[src/rtl/lfsr_pkg.sv]
package lfsr_pkg;

  typedef enum logic {
    FORM_EXT = 1'b0,
    FORM_INT = 1'b1
  } lfsr_form_e;

  localparam int MAX_ORDER = 64;

  // Coefficient vector of x^n * P(1/x), low n terms; c*0 comes from cn = 1
  function automatic logic [MAX_ORDER-1:0] recip_coeffs(
    input logic [MAX_ORDER-1:0] coeffs,
    input int                   order
  );
    logic [MAX_ORDER-1:0] r;
    r    = '0;
    r[0] = 1'b1;
    for (int k = 1; k < MAX_ORDER; k++) begin
      if (k < order) r[k] = coeffs[order-k];
    end
    return r;
  endfunction

endpackage

[src/rtl/lfsr_rst_sync.sv]
module lfsr_rst_sync (
  input  logic clk,
  input  logic rst_n,
  output logic rst_sync_n
);

  logic meta_q;
  logic sync_q;

  always_ff @(posedge clk or negedge rst_n) begin
    if (!rst_n) begin
      meta_q <= 1'b0;
      sync_q <= 1'b0;
    end else begin
      meta_q <= 1'b1;
      sync_q <= meta_q;
    end
  end

  assign rst_sync_n = sync_q;

endmodule

[src/rtl/lfsr_ext_next.sv]
module lfsr_ext_next #(
  parameter int               WIDTH = 8,
  parameter logic [WIDTH-1:0] TAPS  = '1
) (
  input  logic [WIDTH-1:0] cur,
  output logic [WIDTH-1:0] nxt,
  output logic             ser
);

  logic [WIDTH-1:0] term;
  logic             fb;

  // One AND term per coefficient; zero coefficients reduce to constants
  for (genvar k = 0; k < WIDTH; k++) begin : g_term
    if (TAPS[k]) begin : g_on
      assign term[k] = cur[k];
    end else begin : g_off
      assign term[k] = 1'b0;
    end
  end

  assign fb  = ^term;
  assign nxt = {fb, cur[WIDTH-1:1]};
  assign ser = cur[0];

endmodule

[src/rtl/lfsr_int_next.sv]
module lfsr_int_next #(
  parameter int               WIDTH = 8,
  parameter logic [WIDTH-1:0] TAPS  = '1
) (
  input  logic [WIDTH-1:0] cur,
  output logic [WIDTH-1:0] nxt,
  output logic             ser
);

  logic msb;

  assign msb = cur[WIDTH-1];

  if (TAPS[0]) begin : g_b0_on
    assign nxt[0] = msb;
  end else begin : g_b0_off
    assign nxt[0] = 1'b0;
  end

  // Single XOR between stages wherever a coefficient is set
  for (genvar k = 1; k < WIDTH; k++) begin : g_stage
    if (TAPS[k]) begin : g_xor
      assign nxt[k] = cur[k-1] ^ msb;
    end else begin : g_wire
      assign nxt[k] = cur[k-1];
    end
  end

  assign ser = msb;

endmodule

[src/rtl/lfsr_gen.sv]
module lfsr_gen #(
  parameter int                  WIDTH      = 8,
  parameter logic [WIDTH-1:0]    TAPS       = 8'h1D,
  parameter lfsr_pkg::lfsr_form_e FORM      = lfsr_pkg::FORM_EXT,
  parameter bit                  RECIPROCAL = 1'b0
) (
  input  logic             clk,
  input  logic             rst_n,
  input  logic             en,
  input  logic             load,
  input  logic [WIDTH-1:0] seed,
  output logic [WIDTH-1:0] state,
  output logic             serial_out
);

  localparam logic [lfsr_pkg::MAX_ORDER-1:0] RECIP_FULL =
    lfsr_pkg::recip_coeffs(lfsr_pkg::MAX_ORDER'(TAPS), WIDTH);
  localparam logic [WIDTH-1:0] EFF_TAPS =
    RECIPROCAL ? RECIP_FULL[WIDTH-1:0] : TAPS;
  localparam logic [WIDTH-1:0] ONES = '1;

  logic             rst_sync_n;
  logic [WIDTH-1:0] state_q;
  logic [WIDTH-1:0] state_d;
  logic [WIDTH-1:0] step_val;
  logic             step_ser;

  lfsr_rst_sync u_rst_sync (
    .clk        (clk),
    .rst_n      (rst_n),
    .rst_sync_n (rst_sync_n)
  );

  if (FORM == lfsr_pkg::FORM_EXT) begin : g_ext
    lfsr_ext_next #(.WIDTH(WIDTH), .TAPS(EFF_TAPS)) u_next (
      .cur (state_q),
      .nxt (step_val),
      .ser (step_ser)
    );
  end else begin : g_int
    lfsr_int_next #(.WIDTH(WIDTH), .TAPS(EFF_TAPS)) u_next (
      .cur (state_q),
      .nxt (step_val),
      .ser (step_ser)
    );
  end

  always_comb begin
    state_d = state_q;
    if (load) begin
      state_d = (seed == '0) ? ONES : seed;
    end else if (en) begin
      state_d = step_val;
    end
  end

  always_ff @(posedge clk or negedge rst_sync_n) begin
    if (!rst_sync_n) begin
      state_q <= ONES;
    end else begin
      state_q <= state_d;
    end
  end

  assign state      = state_q;
  assign serial_out = step_ser;

endmodule

[config.mk]
export PLATFORM = sky130hd
export DESIGN_NAME = lfsr_gen
export DESIGN_NICKNAME = d
export VERILOG_FILES = /design/src/rtl/lfsr_pkg.sv /design/src/rtl/lfsr_rst_sync.sv /design/src/rtl/lfsr_ext_next.sv /design/src/rtl/lfsr_int_next.sv /design/src/rtl/lfsr_gen.sv
export SDC_FILE = /design/constraint.sdc
export NUM_CORES = 1
export LEC_CHECK = 0
export ABC_AREA = 1
export BUFFER_PORTS_ARGS = -buffer_cell sky130_fd_sc_hd__buf_2
export CAP_MARGIN = 30
export CORE_MARGIN = 4
export CORE_UTILIZATION = 41
export CTS_CLUSTER_SIZE = 40
export DETAILED_ROUTE_END_ITERATION = 7
export GPL_TIMING_DRIVEN = 0
export PLACE_DENSITY = 0.71
export SLEW_MARGIN = 15
export SYNTH_ARGS = -nofsm -noshare
export SYNTH_HDL_FRONTEND = slang
export SYNTH_SLANG_ARGS = --single-unit
[constraint.sdc]
create_clock -name clk -period 0.8 [get_ports clk]
set_input_delay 0.16 -clock clk [delete_from_list [all_inputs] [get_ports clk]]
set_output_delay 0.16 -clock clk [all_outputs]
set_load 0.01 [all_outputs]
==> impl_metrics.yaml <==
setup_path:
  max_incr_delay_on_cp_ns: 0.57
  timing_worst_setup_path_type: "reg2out"
  path_common_cell: "sky130_fd_sc_hd__buf_6"
  critPathBufInv: 2
  sort_of_element_at_the_start_of_the_critical_path: "flop"
  critPathCaptureType: "primary output"
  worst-path-max-fanout: 4
  critical_path.slowest_cell: "sky130_fd_sc_hd__dfstp_2"
  worstPathCellList: "buf_6 -> buf_6"
  cp_data_required_time_ns: 0.64
  crit_arrival_ns: 1.02
  cp_top_delay_family: "flip-flops"
clock_tree:
  cts_buffer_count: 3
  clkSinkCount: 10
  clockBufferDepth: 2
  ctsHtreeMaxLevel: 1
  cts_root_buffer: "sky130_fd_sc_hd__clkbuf_4"
  clock_latency_reported_for_the_late_side_of_the_worst_skew_pair_ns: 0.27
  tritoncts: "built"
  cts.clk_slew.worst_paths_ns: 0.07
synthesis:
  postSynth.topFlopCell: "sky130_fd_sc_hd__dfstp_2"
  synthesis.area_um2: 569.3
  synthesis.nets: 89
  ys_async_sr_fraction_pct: 100.0
  post-synth-top-count-cell: "sky130_fd_sc_hd__nand2_1"
  post_synth_num_cell_types: 16
  netlist_top_cells_area: "sky130_fd_sc_hd__dfstp_2 37%, sky130_fd_sc_hd__nand2_1 15%, sky130_fd_sc_hd__dfrtp_1 8.8%"
  synth_top_cells_by_count: "22 x sky130_fd_sc_hd__nand2_1, 10 x sky130_fd_sc_hd__nand3_1, 9 x sky130_fd_sc_hd__nor2_1"
  seq_area_frac_synth_pct: 45.71
  avgSynthCellArea_um2: 7.393
  post_synthesis_share_of_cell_area_spent_on_and_or_nand_and_nor_gates_pct: 33.85
  postSynthCellCount: 77
  synth_top_area_cell: "sky130_fd_sc_hd__dfstp_2"
  post_synth_fa_ha_maj_area_fraction_pct: 0
  synthesis.yosys.warnings: 0
  synth.ff_latch_count: 10
  synth_compound_gate_area_share_pct: 10.99
  synthDominantCellAreaShare_pct: 36.92
  synth_xor_area_share_pct: 0
  synthMuxAreaShare_pct: 0
  synth_top_family_by_area: "simple AND/OR/NAND/NOR gates"
  synth_enable_flop_cells: 0
final_layout:
  layout-area-overhead-vs-synth_pct: 53.85
  drive_above_1_share_pct: 52.29
  post_layout_inst_area_um2: 875.8
  final_core_utilization_pct: 67.31
  fillCellCount: 111
  nNetsFinal: 122
  diodes: 0
status:
  result_of_the_run: "complete, but fails checks"
  violations: "setup timing"
floorplan:
  die_w_um: 45.26
  die_y_um: 45.26
  design.die.area_mm2: 0.002048
  rows: 13
  top_level_pins: 21
  placeableCoreArea_mm2: 0.001301
  start_util_pct: 43.75
sta:
  fmax_mhz: 844.2
  timing.final.crit_share_pct: 148.1
  setup_ws_ns: -0.3845
  fin_setup_tns_ns: -4.098
  hold_slack_ns: 0.1478
  timing.clock.skew_ns: 0.001766
  timing_max_transition_violations_final: 0
  final.min_clock_period_ns: 1.185
  hold_viol_final: 0
  setup_violations: 17
  rsz0062_at_grt: "true"
global_route:
  grt_max_degree: 11
  first_pass_grt_wire_length_um: 2511
  globalRouteTotalUtil_pct: 17.67
  grt_antenna_before_repair: 0
  grt_remaining_overflow: 0
  first_global_vias: 608
power:
  power.density_cell_area_mw_per_mm2: 1796
  seq_power_share_pct: 41.5
  leakagePower_nw: 0.4372
  vdd.ir_drop.worst_mv: 1.378
  netSwitchingPower_w: 0.0004574
  p_int_w: 0.001115
  share_comb_of_total_power_pct: 28.6
  power_frac_clock_pct: 29.8
  p_sw_share_pct: 29.09
placed_design:
  hpwl_after_dpl_um: 1026
  io_buffers: 20
  gpl.final_weighted_congestion: 0.8315
  post_dp_cell_area_um2: 688.2
  dpl_worst_slack_ns: -0.2722
detailed_routing:
  vias_per_cell: 4.960
  drt_pre_antenna_iters: 4
  drc_errors: 0
  vias: 615
  routed_wl_um: 1528
  detail_route.wl_per_cell_um: 12.32
  initialDrtViolationCount: 17
  route.antenna.remaining_nets: 0
worst_hold_path:
  holdCritPathClass: "in2reg"
flow_run:
  max_cap_violations: 0
==> worst min-delay path, cell delays in order <==
cell and delay [ns]:
sky130_fd_sc_hd__buf_2 0.09, sky130_fd_sc_hd__nor3_1 0.04, sky130_fd_sc_hd__nor2_1 0.09
==> flip-flops by register name, summed over array words and instances (netlist names) <==
name and cells:
u_rst_sync.rst_sync_n 1, state 8, u_rst_sync.meta_q 1
==> power by group through the flow <==
| stage | clock network (W) | logic [W] | registers (W) |
|---|---|---|---|
| after floorplan | 0 | 0.000155 | 0.000674 |
| after global placement | 0 | 0.000285 | 0.000655 |
| after detailed placement | 0 | 0.000293 | 0.000661 |
| after CTS | 0.000465 | 0.000425 | 0.000653 |
| after global routing | 0.000494 | 0.000498 | 0.000665 |
| final | 0.000469 | 0.000450 | 0.000653 |
==> stage by stage <==
| stage | std cells | total power [W] |
|---|---|---|
| finish | 124 | 0.001573 |
| global placement | 112 | 0.0009402 |
| global route | 124 | 0.001658 |
| CTS | 123 | 0.001542 |
| floorplan | 77 | 0.0008289 |
| detailed placement | 112 | 0.0009538 |
==> kinds of logic after synthesis <==
kind of cell | after synthesis
and+or+nand+nor | 45
AOI/OAI and AO/OA | 11
DFF | 10
buffers and inverters | 10
other | 1
==> cells in the final DEF, fill, tap and decap left out <==
master,instances
sky130_fd_sc_hd__o21ai_0,5
sky130_fd_sc_hd__buf_2,13
sky130_fd_sc_hd__inv_1,1
sky130_fd_sc_hd__dfstp_2,8
sky130_fd_sc_hd__clkbuf_8,1
sky130_fd_sc_hd__dfrtp_1,2
sky130_fd_sc_hd__o21ai_2,3
sky130_fd_sc_hd__inv_2,6
sky130_fd_sc_hd__nand3_1,7
sky130_fd_sc_hd__buf_6,13
sky130_fd_sc_hd__buf_4,4
sky130_fd_sc_hd__nor2_4,1
sky130_fd_sc_hd__nor3_1,3
sky130_fd_sc_hd__clkbuf_4,3
sky130_fd_sc_hd__nand2_2,2
sky130_fd_sc_hd__nand2_1,20
sky130_fd_sc_hd__dlygate4sd3_1,1
sky130_fd_sc_hd__a21oi_1,3
sky130_fd_sc_hd__nor2_1,9
sky130_fd_sc_hd__nand3_2,3
sky130_fd_sc_hd__conb_1,1
==> cell type report <==
cell class / instances / area [um^2] / share of cell area, %
inverter: 7 / 26.28 / 3.000
clock buffer: 4 / 36.28 / 4.143
tap: 15 / 18.77 / 2.143
multi-input combinational: 57 / 282.8 / 32.29
sequential: 10 / 260.3 / 29.71
buffer: 3 / 27.53 / 3.143
timing repair buffer: 28 / 224.0 / 25.57
==> path summary, 6_finish.rpt <==
kind | from | end | slack (ns) | depth (start not counted)
worst max-delay path | state[0]$_DFFE_PN1P_ | state[0] | -0.38 | 2
worst min-delay path | seed[0] | state[0]$_DFFE_PN1P_ | 0.15 | 3
worst max register to register | state[0]$_DFFE_PN1P_ | state[7]$_DFFE_PN1P_ | -0.34 | 7
worst min register to register | u_rst_sync.meta_q$_DFF_PN0_ | u_rst_sync.rst_sync_n$_DFF_PN0_ | 0.36 | 0
max in group asynchronous | u_rst_sync.rst_sync_n$_DFF_PN0_ | state[2]$_DFFE_PN1P_ | 0.37 | 0
min in group asynchronous | rst_n | u_rst_sync.rst_sync_n$_DFF_PN0_ | 0.19 | 2
==> layer usage <==
layer / wire [um] / track usage [%] / up-vias
li1: - / - / 310
met1: 657 / 19.46 / 279
met2: 766 / 29.10 / 21
met3: 75 / 5.179 / 5
met4: 28 / 11.70 / 0
met5: 0 / 0 / -
==> timing repair <==
item	4_1_cts	5_1_grt
cloned	0	0
endpoints found under the hold margin	2	0
pin swaps	5	6
setup endpoints to repair	15	17
hold buffers	1	0
resized for setup	14	5
setup buffers	6	1
(Power assumes the default switching activity.)
